## src/rtl/gpio_irq_pkg.sv

```systemverilog
package gpio_irq_pkg;

  localparam int unsigned BUS_W = 32;

  typedef enum logic [3:0] {
    SEL_DIR, SEL_LVL, SEL_SET, SEL_CLR, SEL_IEN,
    SEL_TYP, SEL_POL, SEL_PND, SEL_MSK, SEL_NONE
  } reg_sel_e;

  // Word offsets are the software contract; anything else is unmapped.
  function automatic reg_sel_e decode_sel(input logic [BUS_W-1:0] off);
    case (off)
      32'h00:  return SEL_DIR;
      32'h04:  return SEL_LVL;
      32'h0C:  return SEL_SET;
      32'h10:  return SEL_CLR;
      32'h14:  return SEL_IEN;
      32'h18:  return SEL_TYP;
      32'h1C:  return SEL_POL;
      32'h20:  return SEL_PND;
      32'h24:  return SEL_MSK;
      default: return SEL_NONE;
    endcase
  endfunction

  // Transition between two successive samples, direction chosen by pol.
  function automatic logic edge_hit(input logic cur, input logic prv, input logic pol);
    return pol ? (cur & ~prv) : (~cur & prv);
  endfunction

  // Level condition: sample equals the chosen active level.
  function automatic logic level_hit(input logic cur, input logic pol);
    return cur == pol;
  endfunction

endpackage

```

## src/rtl/gpio_in_sync.sv

```systemverilog
module gpio_in_sync #(
  parameter int unsigned WIDTH = 8
) (
  input  logic             clk,
  input  logic             rst_n,
  input  logic [WIDTH-1:0] raw_in,
  output logic [WIDTH-1:0] sync_q,
  output logic [WIDTH-1:0] prev_q
);
  logic [WIDTH-1:0] meta_q;

  always_ff @(posedge clk) begin
    if (!rst_n) begin
      meta_q <= '0;
      sync_q <= '0;
      prev_q <= '0;
    end else begin
      meta_q <= raw_in;
      sync_q <= meta_q;
      prev_q <= sync_q;
    end
  end

  p_prev_trails_r5: assert property (@(posedge clk) disable iff (!rst_n)
    1'b1 |=> prev_q == $past(sync_q));
endmodule

```

## src/rtl/gpio_irq_cell.sv

```systemverilog
module gpio_irq_cell
  import gpio_irq_pkg::*;
(
  input  logic clk,
  input  logic rst_n,
  input  logic en,
  input  logic lvl_mode,
  input  logic pol,
  input  logic cur,
  input  logic prv,
  input  logic clr,
  output logic pend
);
  logic edge_evt;
  logic lvl_evt;

  assign edge_evt = edge_hit(cur, prv, pol);
  assign lvl_evt  = level_hit(cur, pol);

  always_ff @(posedge clk) begin
    if (!rst_n)        pend <= 1'b0;
    else if (!en)      pend <= 1'b0;
    else if (lvl_mode) pend <= lvl_evt;
    else if (edge_evt) pend <= 1'b1;
    else if (clr)      pend <= 1'b0;
  end

  p_disable_clears_r9: assert property (@(posedge clk) disable iff (!rst_n)
    !en |=> !pend);
  p_edge_beats_clear_r7: assert property (@(posedge clk) disable iff (!rst_n)
    (en && !lvl_mode && edge_evt) |=> pend);
  p_edge_sticky_r6: assert property (@(posedge clk) disable iff (!rst_n)
    (en && !lvl_mode && pend && !clr) |=> pend);
  p_level_tracks_r8: assert property (@(posedge clk) disable iff (!rst_n)
    (en && lvl_mode) |=> pend == $past(cur == pol));
endmodule

```

## src/rtl/gpio_regfile.sv

```systemverilog
module gpio_regfile
  import gpio_irq_pkg::*;
#(
  parameter int unsigned PIN_COUNT = 8,
  parameter int unsigned ADDR_W    = 8
) (
  input  logic                 clk,
  input  logic                 rst_n,
  input  logic [ADDR_W-1:0]    bus_addr,
  input  logic                 bus_wr,
  input  logic [BUS_W-1:0]     bus_wdata,
  input  logic                 bus_rd,
  output logic [BUS_W-1:0]     bus_rdata,
  input  logic [PIN_COUNT-1:0] lvl_in,
  input  logic [PIN_COUNT-1:0] pend_in,
  output logic [PIN_COUNT-1:0] dir_q,
  output logic [PIN_COUNT-1:0] out_q,
  output logic [PIN_COUNT-1:0] ien_q,
  output logic [PIN_COUNT-1:0] typ_q,
  output logic [PIN_COUNT-1:0] pol_q,
  output logic [PIN_COUNT-1:0] msk_q,
  output logic [PIN_COUNT-1:0] pend_clr
);
  reg_sel_e             sel;
  logic [PIN_COUNT-1:0] wbits;
  logic [BUS_W-1:0]     rd_word;

  assign sel      = decode_sel(BUS_W'(bus_addr));
  assign wbits    = bus_wdata[PIN_COUNT-1:0];
  assign pend_clr = (bus_wr && sel == SEL_PND) ? wbits : '0;

  always_ff @(posedge clk) begin
    if (!rst_n) begin
      dir_q <= '0;
      out_q <= '0;
      ien_q <= '0;
      typ_q <= '0;
      pol_q <= '0;
      msk_q <= '0;
    end else if (bus_wr) begin
      case (sel)
        SEL_DIR: dir_q <= wbits;
        SEL_SET: out_q <= out_q | wbits;
        SEL_CLR: out_q <= out_q & ~wbits;
        SEL_IEN: ien_q <= wbits;
        SEL_TYP: typ_q <= wbits;
        SEL_POL: pol_q <= wbits;
        SEL_MSK: msk_q <= wbits;
        default: ;
      endcase
    end
  end

  always_comb begin
    case (sel)
      SEL_DIR:          rd_word = BUS_W'(dir_q);
      SEL_LVL:          rd_word = BUS_W'(lvl_in);
      SEL_SET, SEL_CLR: rd_word = BUS_W'(out_q);
      SEL_IEN:          rd_word = BUS_W'(ien_q);
      SEL_TYP:          rd_word = BUS_W'(typ_q);
      SEL_POL:          rd_word = BUS_W'(pol_q);
      SEL_PND:          rd_word = BUS_W'(pend_in);
      SEL_MSK:          rd_word = BUS_W'(msk_q);
      default:          rd_word = '0;
    endcase
  end

  always_ff @(posedge clk) begin
    if (!rst_n)      bus_rdata <= '0;
    else if (bus_rd) bus_rdata <= rd_word;
  end

  p_set_bits_r2: assert property (@(posedge clk) disable iff (!rst_n)
    (bus_wr && sel == SEL_SET) |=> (out_q & $past(wbits)) == $past(wbits));
  p_clr_bits_r2: assert property (@(posedge clk) disable iff (!rst_n)
    (bus_wr && sel == SEL_CLR) |=> (out_q & $past(wbits)) == '0);
  p_upper_zero_r4: assert property (@(posedge clk) disable iff (!rst_n)
    (bus_rdata >> PIN_COUNT) == '0);
  p_rdata_hold_r11: assert property (@(posedge clk) disable iff (!rst_n)
    !bus_rd |=> $stable(bus_rdata));
endmodule

```

## src/rtl/gpio_irq_ctrl.sv

```systemverilog
module gpio_irq_ctrl
  import gpio_irq_pkg::*;
#(
  parameter int unsigned PIN_COUNT = 8,
  parameter int unsigned ADDR_W    = 8,
  parameter bit          INV_DIR   = 1'b0
) (
  input  logic                 clk,
  input  logic                 rst_n,
  input  logic [ADDR_W-1:0]    bus_addr,
  input  logic                 bus_wr,
  input  logic [31:0]          bus_wdata,
  input  logic                 bus_rd,
  output logic [31:0]          bus_rdata,
  input  logic [PIN_COUNT-1:0] pin_in,
  output logic [PIN_COUNT-1:0] pin_out,
  output logic [PIN_COUNT-1:0] pin_oe,
  output logic                 irq_out
);
  logic [PIN_COUNT-1:0] sync_v, prev_v, pend_v, clr_v;
  logic [PIN_COUNT-1:0] dir_v, out_v, ien_v, typ_v, pol_v, msk_v;

  gpio_in_sync #(.WIDTH(PIN_COUNT)) u_sync (
    .clk(clk), .rst_n(rst_n), .raw_in(pin_in), .sync_q(sync_v), .prev_q(prev_v)
  );

  gpio_regfile #(.PIN_COUNT(PIN_COUNT), .ADDR_W(ADDR_W)) u_regs (
    .clk(clk), .rst_n(rst_n), .bus_addr(bus_addr), .bus_wr(bus_wr),
    .bus_wdata(bus_wdata), .bus_rd(bus_rd), .bus_rdata(bus_rdata),
    .lvl_in(sync_v), .pend_in(pend_v), .dir_q(dir_v), .out_q(out_v),
    .ien_q(ien_v), .typ_q(typ_v), .pol_q(pol_v), .msk_q(msk_v), .pend_clr(clr_v)
  );

  for (genvar i = 0; i < PIN_COUNT; i++) begin : g_pin
    gpio_irq_cell u_cell (
      .clk(clk), .rst_n(rst_n), .en(ien_v[i]), .lvl_mode(typ_v[i]),
      .pol(pol_v[i]), .cur(sync_v[i]), .prv(prev_v[i]), .clr(clr_v[i]),
      .pend(pend_v[i])
    );
  end

  if (INV_DIR) begin : g_dir_inv
    assign pin_oe = ~dir_v;
  end else begin : g_dir_norm
    assign pin_oe = dir_v;
  end

  assign pin_out = out_v;
  assign irq_out = |(pend_v & msk_v);

  p_oe_after_write_r3: assert property (@(posedge clk) disable iff (!rst_n)
    (bus_wr && decode_sel(32'(bus_addr)) == SEL_DIR) |=>
      pin_oe == (INV_DIR ? ~$past(bus_wdata[PIN_COUNT-1:0]) : $past(bus_wdata[PIN_COUNT-1:0])));
  p_irq_needs_pend_r10: assert property (@(posedge clk) disable iff (!rst_n)
    irq_out |-> (pend_v != '0) && (msk_v != '0));
endmodule

```

## config.mk

```make
export PLATFORM = sky130hd
export DESIGN_NAME = gpio_irq_ctrl
export DESIGN_NICKNAME = d
export VERILOG_FILES = /design/src/rtl/gpio_irq_pkg.sv /design/src/rtl/gpio_in_sync.sv /design/src/rtl/gpio_irq_cell.sv /design/src/rtl/gpio_regfile.sv /design/src/rtl/gpio_irq_ctrl.sv
export SDC_FILE = /design/constraint.sdc
export NUM_CORES = 1
export LEC_CHECK = 0
export ABC_AREA = 0
export BUFFER_PORTS_ARGS = -buffer_cell sky130_fd_sc_hd__buf_2
export CORE_ASPECT_RATIO = 2
export CORE_MARGIN = 2
export CORE_UTILIZATION = 35
export CTS_CLUSTER_SIZE = 16
export DETAILED_ROUTE_END_ITERATION = 10
export PLACE_DENSITY = 0.63
export SLEW_MARGIN = 20
export SYNTH_ARGS = -nofsm -noshare
export SYNTH_HDL_FRONTEND = slang
export SYNTH_SLANG_ARGS = --single-unit
```

## constraint.sdc

```tcl
create_clock -name clk -period 2.3 [get_ports clk]
set_input_delay 0.345 -clock clk [delete_from_list [all_inputs] [get_ports clk]]
set_output_delay 0.345 -clock clk [all_outputs]
set_load 0.01 [all_outputs]
```

==> results.yml, run 1 <==
status:
  outcome: "finished, final reports clean"
clock_tree:
  clkTransAtPathRegs_ps: 60
  cts_hold_buffers: 0
  cts_htree_levels: 3
  cts_resized: 0
  post_cts_buffers: 0
  clk_latency_ps: 340
  cts_tree: "yes"
  clockBufferDepth: 2
  cts.sinks: 88
  numCtsBuffers: 9
  root_buffer: "clkbuf_16"
routing:
  dr_wl_met2_mm: 5.22
  firstDrtPassIters: 6
  drc: 0
  m1WireLength_mm: 4.21
  first_iter_violations: 227
  routed-wl-met3_um: 433
  route.vias.total: 3211
  wire_per_inst_um: 16.1
  top_layer_used: "met4"
  ant_nets: 0
  vias_per_cell: 5.11
  wirelength_mm: 10.1
pwr:
  p_leak_uw: 0.00197
  p_per_area_nw_per_um2: 635
  ir_worst_vdd_mv: 0.377
finish:
  multiInputGateArea_um2: 2090
  antenna_cells: 0
  nFillCells: 1118
  drive_above_1_share_pct: 18.3
  finalNetCount: 535
  area_growth_pct: 16.2
  fin_area_um2: 4760
  fin_util_pct: 41.9
  regArea_um2: 1760
die:
  chipHeight_um: 157
  core-area_um2: 11400
  initial_core_util_pct: 36.1
  num_rows: 55
  io_pins: 101
  die_w_um: 80.5
  die_area_um2: 12600
synth:
  ys_seq_area_share_pct: 43.0
  postSynthAreaPerCell_um2: 9.50
  synthFlopType: "dfxtp_1"
  synthCells: 431
  synth-async-reset-ratio_pct: 0
  ys_seq_elements: 88
  synth_edf_count: 0
  yosysUniqueCellTypes: 42
  synth.cell_area_um2: 4100
  yosys_warnings: 0
global_routing:
  grt-ovfl-total: 0
  grt.total_usage_pct: 16.8
  grt_pass1_vias: 3097
  grt_max_degree: 45
  grt_pass1_wl_mm: 15.9
  antenna_found_initial: 0
place:
  hpwl_mm: 7.36
  portBuffers: 52
  gp_congestion: 0.894
  place_area_um2: 4500
sta:
  fmax_mhz: 529
  period_needed_ps: 1890
  finalSetupTns_ps: 0
  drv_slew: 0
  finalClockSkew_ps: 4.92
  worst_pin_slew_ps: 1010
  setup_viol: 0
  timing.final.crit_share_pct: 82.1
  hold_viol_final: 0
  rsz0062_at_grt: "no"
  slew_headroom_pct: 32.5
critical_path:
  critPathRequiredTime_ps: 2510
  crit_type: "in -> reg"
  crit_arrival_ps: 2100
  cp_max_fo: 8
  cp-start-kind: "input port"
  crit_path_end_kind: "flop"
job:
  maxCapViolations: 0
hold_path:
  hold_class: "in -> reg"
path summary, 6_finish.rpt:
check | start | cells past startpoint | to | slack, ps
max | bus_addr[1] | 5 | u_regs.msk_q[0] | 410
min | pin_in[5] | 2 | u_sync.meta_q[5] | 210
max reg2reg | u_sync.sync_q[5] | 4 | u_regs.bus_rdata[5] | 1150
min reg2reg | u_sync.meta_q[7] | 1 | u_sync.sync_q[7] | 430
layout make-up:
type                            count  share of cell area, %
Multi-Input combinational cell    305                   44.0
Sequential cell                    88                   37.0
Timing Repair Buffer               71                   9.25
Clock buffer                       13                   5.26
Tap cell                          142                   3.73
Inverter                            8                  0.631
Clock inverter                      1                  0.105
power by group:
part	switching, uW	internal [uW]	leakage, uW
sequential	8.89	1540	0.000713
combinational	128	58.8	0.00113
clock	538	748	0.000126
layout by cell type, fill, tap and decap left out, types with 7 or more instances in the layout:
| cell | instances |
|---|---|
| a211oi_1 | 10 |
| a21oi_1 | 21 |
| a221oi_1 | 8 |
| and2_1 | 24 |
| buf_2 | 52 |
| buf_4 | 16 |
| clkbuf_16 | 9 |
| conb_1 | 24 |
| dfxtp_1 | 88 |
| inv_1 | 7 |
| mux2i_1 | 64 |
| nand2_1 | 17 |
| nor2_1 | 44 |
| nor2b_1 | 9 |
| nor3_1 | 7 |
| o21ai_0 | 8 |
| o22ai_1 | 8 |
| o2bb2ai_1 | 8 |
synthesized netlist by cell type (6+ instances only):
| library cell | n | area [um2] |
|---|---|---|
| a211oi_1 | 10 | 75.1 |
| a21oi_1 | 21 | 105 |
| a221oi_1 | 8 | 70.1 |
| and2_1 | 24 | 150 |
| buf_2 | 6 | 30.0 |
| buf_4 | 24 | 180 |
| clkbuf_1 | 22 | 82.6 |
| dfxtp_1 | 88 | 1760 |
| inv_1 | 7 | 26.3 |
| mux2i_1 | 64 | 641 |
| nand2_1 | 17 | 63.8 |
| nor2_1 | 44 | 165 |
| nor2b_1 | 9 | 56.3 |
| nor3_1 | 7 | 35.0 |
| o21ai_0 | 8 | 40.0 |
| o22ai_1 | 8 | 50.1 |
| o2bb2ai_1 | 8 | 70.1 |
stage by stage:
stage               std cells  total power, uW  hold WS (ps)  setup WS, ps
finish                    628             3020           208           411
global route              628             3130           206           352
floorplan                 454             1730           412           299
CTS                       628             3060           198           430
detailed placement        614             1770           417          80.2
global placement          614             1770           415           112
layer usage:
layer / vias up / global-route usage (%)
met3: 18 / 3.33
met5: - / 0
met4: 0 / 7.67
met1: 1511 / 20.0
met2: 99 / 28.5
li1: 1583 / -
critical path, stage by stage:
cell and delay, ps:
buf_2 160, or4b_1 670, or3_1 630, mux2i_1 240
nor2_1 60
logic make-up after synthesis:
kind of cell           share of synthesized area, %
AND/OR/NAND/NOR                                17.0
flip-flops                                     43.0
AO/OA/AOI/OAI                                  14.5
multiplexers                                   15.6
buffers and inverters                          7.97
XOR/XNOR                                       1.71
other                                        0.0915
state kept, by name, summed over array words and instances (netlist names), named ones only:
name	cells
u_regs.dir_q	8
u_regs.ien_q	8
u_sync.meta_q	8
g_pin.u_cell.pend	8
u_regs.pol_q	8
u_sync.prev_q	8
u_regs.bus_rdata	8
u_sync.sync_q	8
u_regs.msk_q	8
u_regs.typ_q	8
(Power assumes the default switching activity.)
==> run 2: changes to the inputs <==
--- a/config.mk
+++ b/config.mk
@@ -12,7 +12,7 @@
 export CORE_UTILIZATION = 35
 export CTS_CLUSTER_SIZE = 16
 export DETAILED_ROUTE_END_ITERATION = 10
-export PLACE_DENSITY = 0.63
+export PLACE_DENSITY = 0.65
 export SLEW_MARGIN = 20
 export SYNTH_ARGS = -nofsm -noshare
 export SYNTH_HDL_FRONTEND = slang
==> constraint.sdc (replaced) <==
create_clock -name clk -period 1.6 [get_ports clk]
set_input_delay 0.24 -clock clk [delete_from_list [all_inputs] [get_ports clk]]
set_output_delay 0.24 -clock clk [all_outputs]
set_load 0.01 [all_outputs]
==> run 2 against run 1 <==
Sequential share of layout area shrank 1.7 points. Sequential power grew 44%. Final cell count grew 3.7%.
==> results.yml, run 2 (synthesis gave the netlist of run 1 again) <==
status:
  outcome: "finished, final reports clean"
sta:
  drv_slew: 0
  period_needed_ps: 1540
  worst_pin_slew_ps: 924
  setup_viol: 0
  finalClockSkew_ps: 7.53
  hold_viol_final: 0
  fmax_mhz: 648
  timing.final.crit_share_pct: 96.4
  holdWs_ps: 104
  finalSetupTns_ps: 0
  worst_slack_ps: 57.2
  slew_headroom_pct: 38.3
global_routing:
  grtUsageMet1_pct: 20.3
  antenna_found_initial: 0
  grt_pass1_vias: 3289
  grt-ovfl-total: 0
  busiest_layer: "met2"
  gr-usage-met2_pct: 30.7
  met3_usage_pct: 3.44
  grt.total_usage_pct: 17.9
  grt_pass1_wl_mm: 17.0
  grt_max_degree: 49
hold_path:
  hold_class: "in -> reg"
die:
  initial_core_util_pct: 36.1
  chipHeight_um: 157
  die_area_um2: 12600
  core-area_um2: 11400
  io_pins: 101
  num_rows: 55
  die_w_um: 80.5
clock_tree:
  cts.sinks: 88
  numCtsBuffers: 9
  clkTransAtPathRegs_ps: 70
  clk_latency_ps: 340
  cts_resized: 0
  clockBufferDepth: 2
  cts_hold_buffers: 0
  root_buffer: "clkbuf_16"
  post_cts_buffers: 0
  cts_tree: "yes"
  cts_htree_levels: 3
place:
  hpwl_mm: 7.77
  place_area_um2: 4700
  dp_slack_ps: -285
  dpl.cell_count: 635
  portBuffers: 52
  gp_congestion: 0.865
critical_path:
  crit_path_end_kind: "flop"
  cp-start-kind: "input port"
  crit_path_top_delay_cell: "or4b_4"
  cp_max_fo: 5
  crit_chain: "buf_2 -> or4b_4 -> or3_1 -> buf_4 -> mux2i_1 -> nor2_1"
  crit_arrival_ps: 1770
  critPathRequiredTime_ps: 1820
  cp_slowest_stage_delay_ps: 590
  crit_type: "in -> reg"
job:
  maxCapViolations: 0
routing:
  wirelength_mm: 11.0
  wire_per_inst_um: 16.9
  route.vias.total: 3399
  drc: 0
  first_iter_violations: 232
  firstDrtPassIters: 4
  ant_nets: 0
  vias_per_cell: 5.22
pwr:
  p_per_area_nw_per_um2: 907
  p_leak_uw: 0.00208
  ir_worst_vdd_mv: 0.636
finish:
  antenna_cells: 0
  nFillCells: 1119
  multiInputGateArea_um2: 2120
  fin_area_um2: 4980
  layout_commonest_cell: "dfxtp_1"
  drive_above_1_share_pct: 23.4
  area_growth_pct: 21.7
  finalNonFillerCells: 651
  regArea_um2: 1760
  final_cell_mix: "dfxtp_1 (88), mux2i_1 (64), buf_2 (52)"
  finalNetCount: 556
[run 2: path summary, 6_finish.rpt]
path | startpoint | endpoint | slack, ps | cells past startpoint
worst max-delay path | bus_addr[5] | u_regs.ien_q[1] | 60 | 6
worst min register to register | u_sync.meta_q[1] | u_sync.sync_q[1] | 430 | 1
worst max register to register | u_sync.sync_q[1] | u_regs.bus_rdata[1] | 460 | 4
worst min-delay path | pin_in[0] | u_sync.meta_q[0] | 100 | 2
[run 2: cell type report]
type | instances | area share (%)
Timing Repair Buffer | 92 | 12.3
Inverter | 8 | 0.602
Clock buffer | 11 | 4.87
Sequential cell | 88 | 35.3
Multi-Input combinational cell | 305 | 42.5
Clock inverter | 5 | 0.828
Tap cell | 142 | 3.56
[run 2: layer usage]
metal | up-vias | part of all wire, %
met5 | - | 0
met4 | 0 | 4.6
met3 | 35 | 5.7
met2 | 124 | 49
met1 | 1610 | 40
li1 | 1630 | -
[run 2: where the power goes]
part	switching [uW]	leakage, uW	internal (uW)
logic	196	0.00124	117
clock network	872	0.000132	1110
registers	13.2	0.000713	2220
[run 2: metrics by stage]
stage,util [%],total power [uW]
floorplan,-,2500
global placement,41.4,2580
detailed placement,41.4,2590
CTS,43.9,4560
global route,43.9,4680
finish,43.9,4520
[run 2: worst max-delay path: cells and delay by family]
kind	cells	cell delay, ps
buffers and inverters	2	320
and+or+nand+nor	3	1020
muxes	1	180
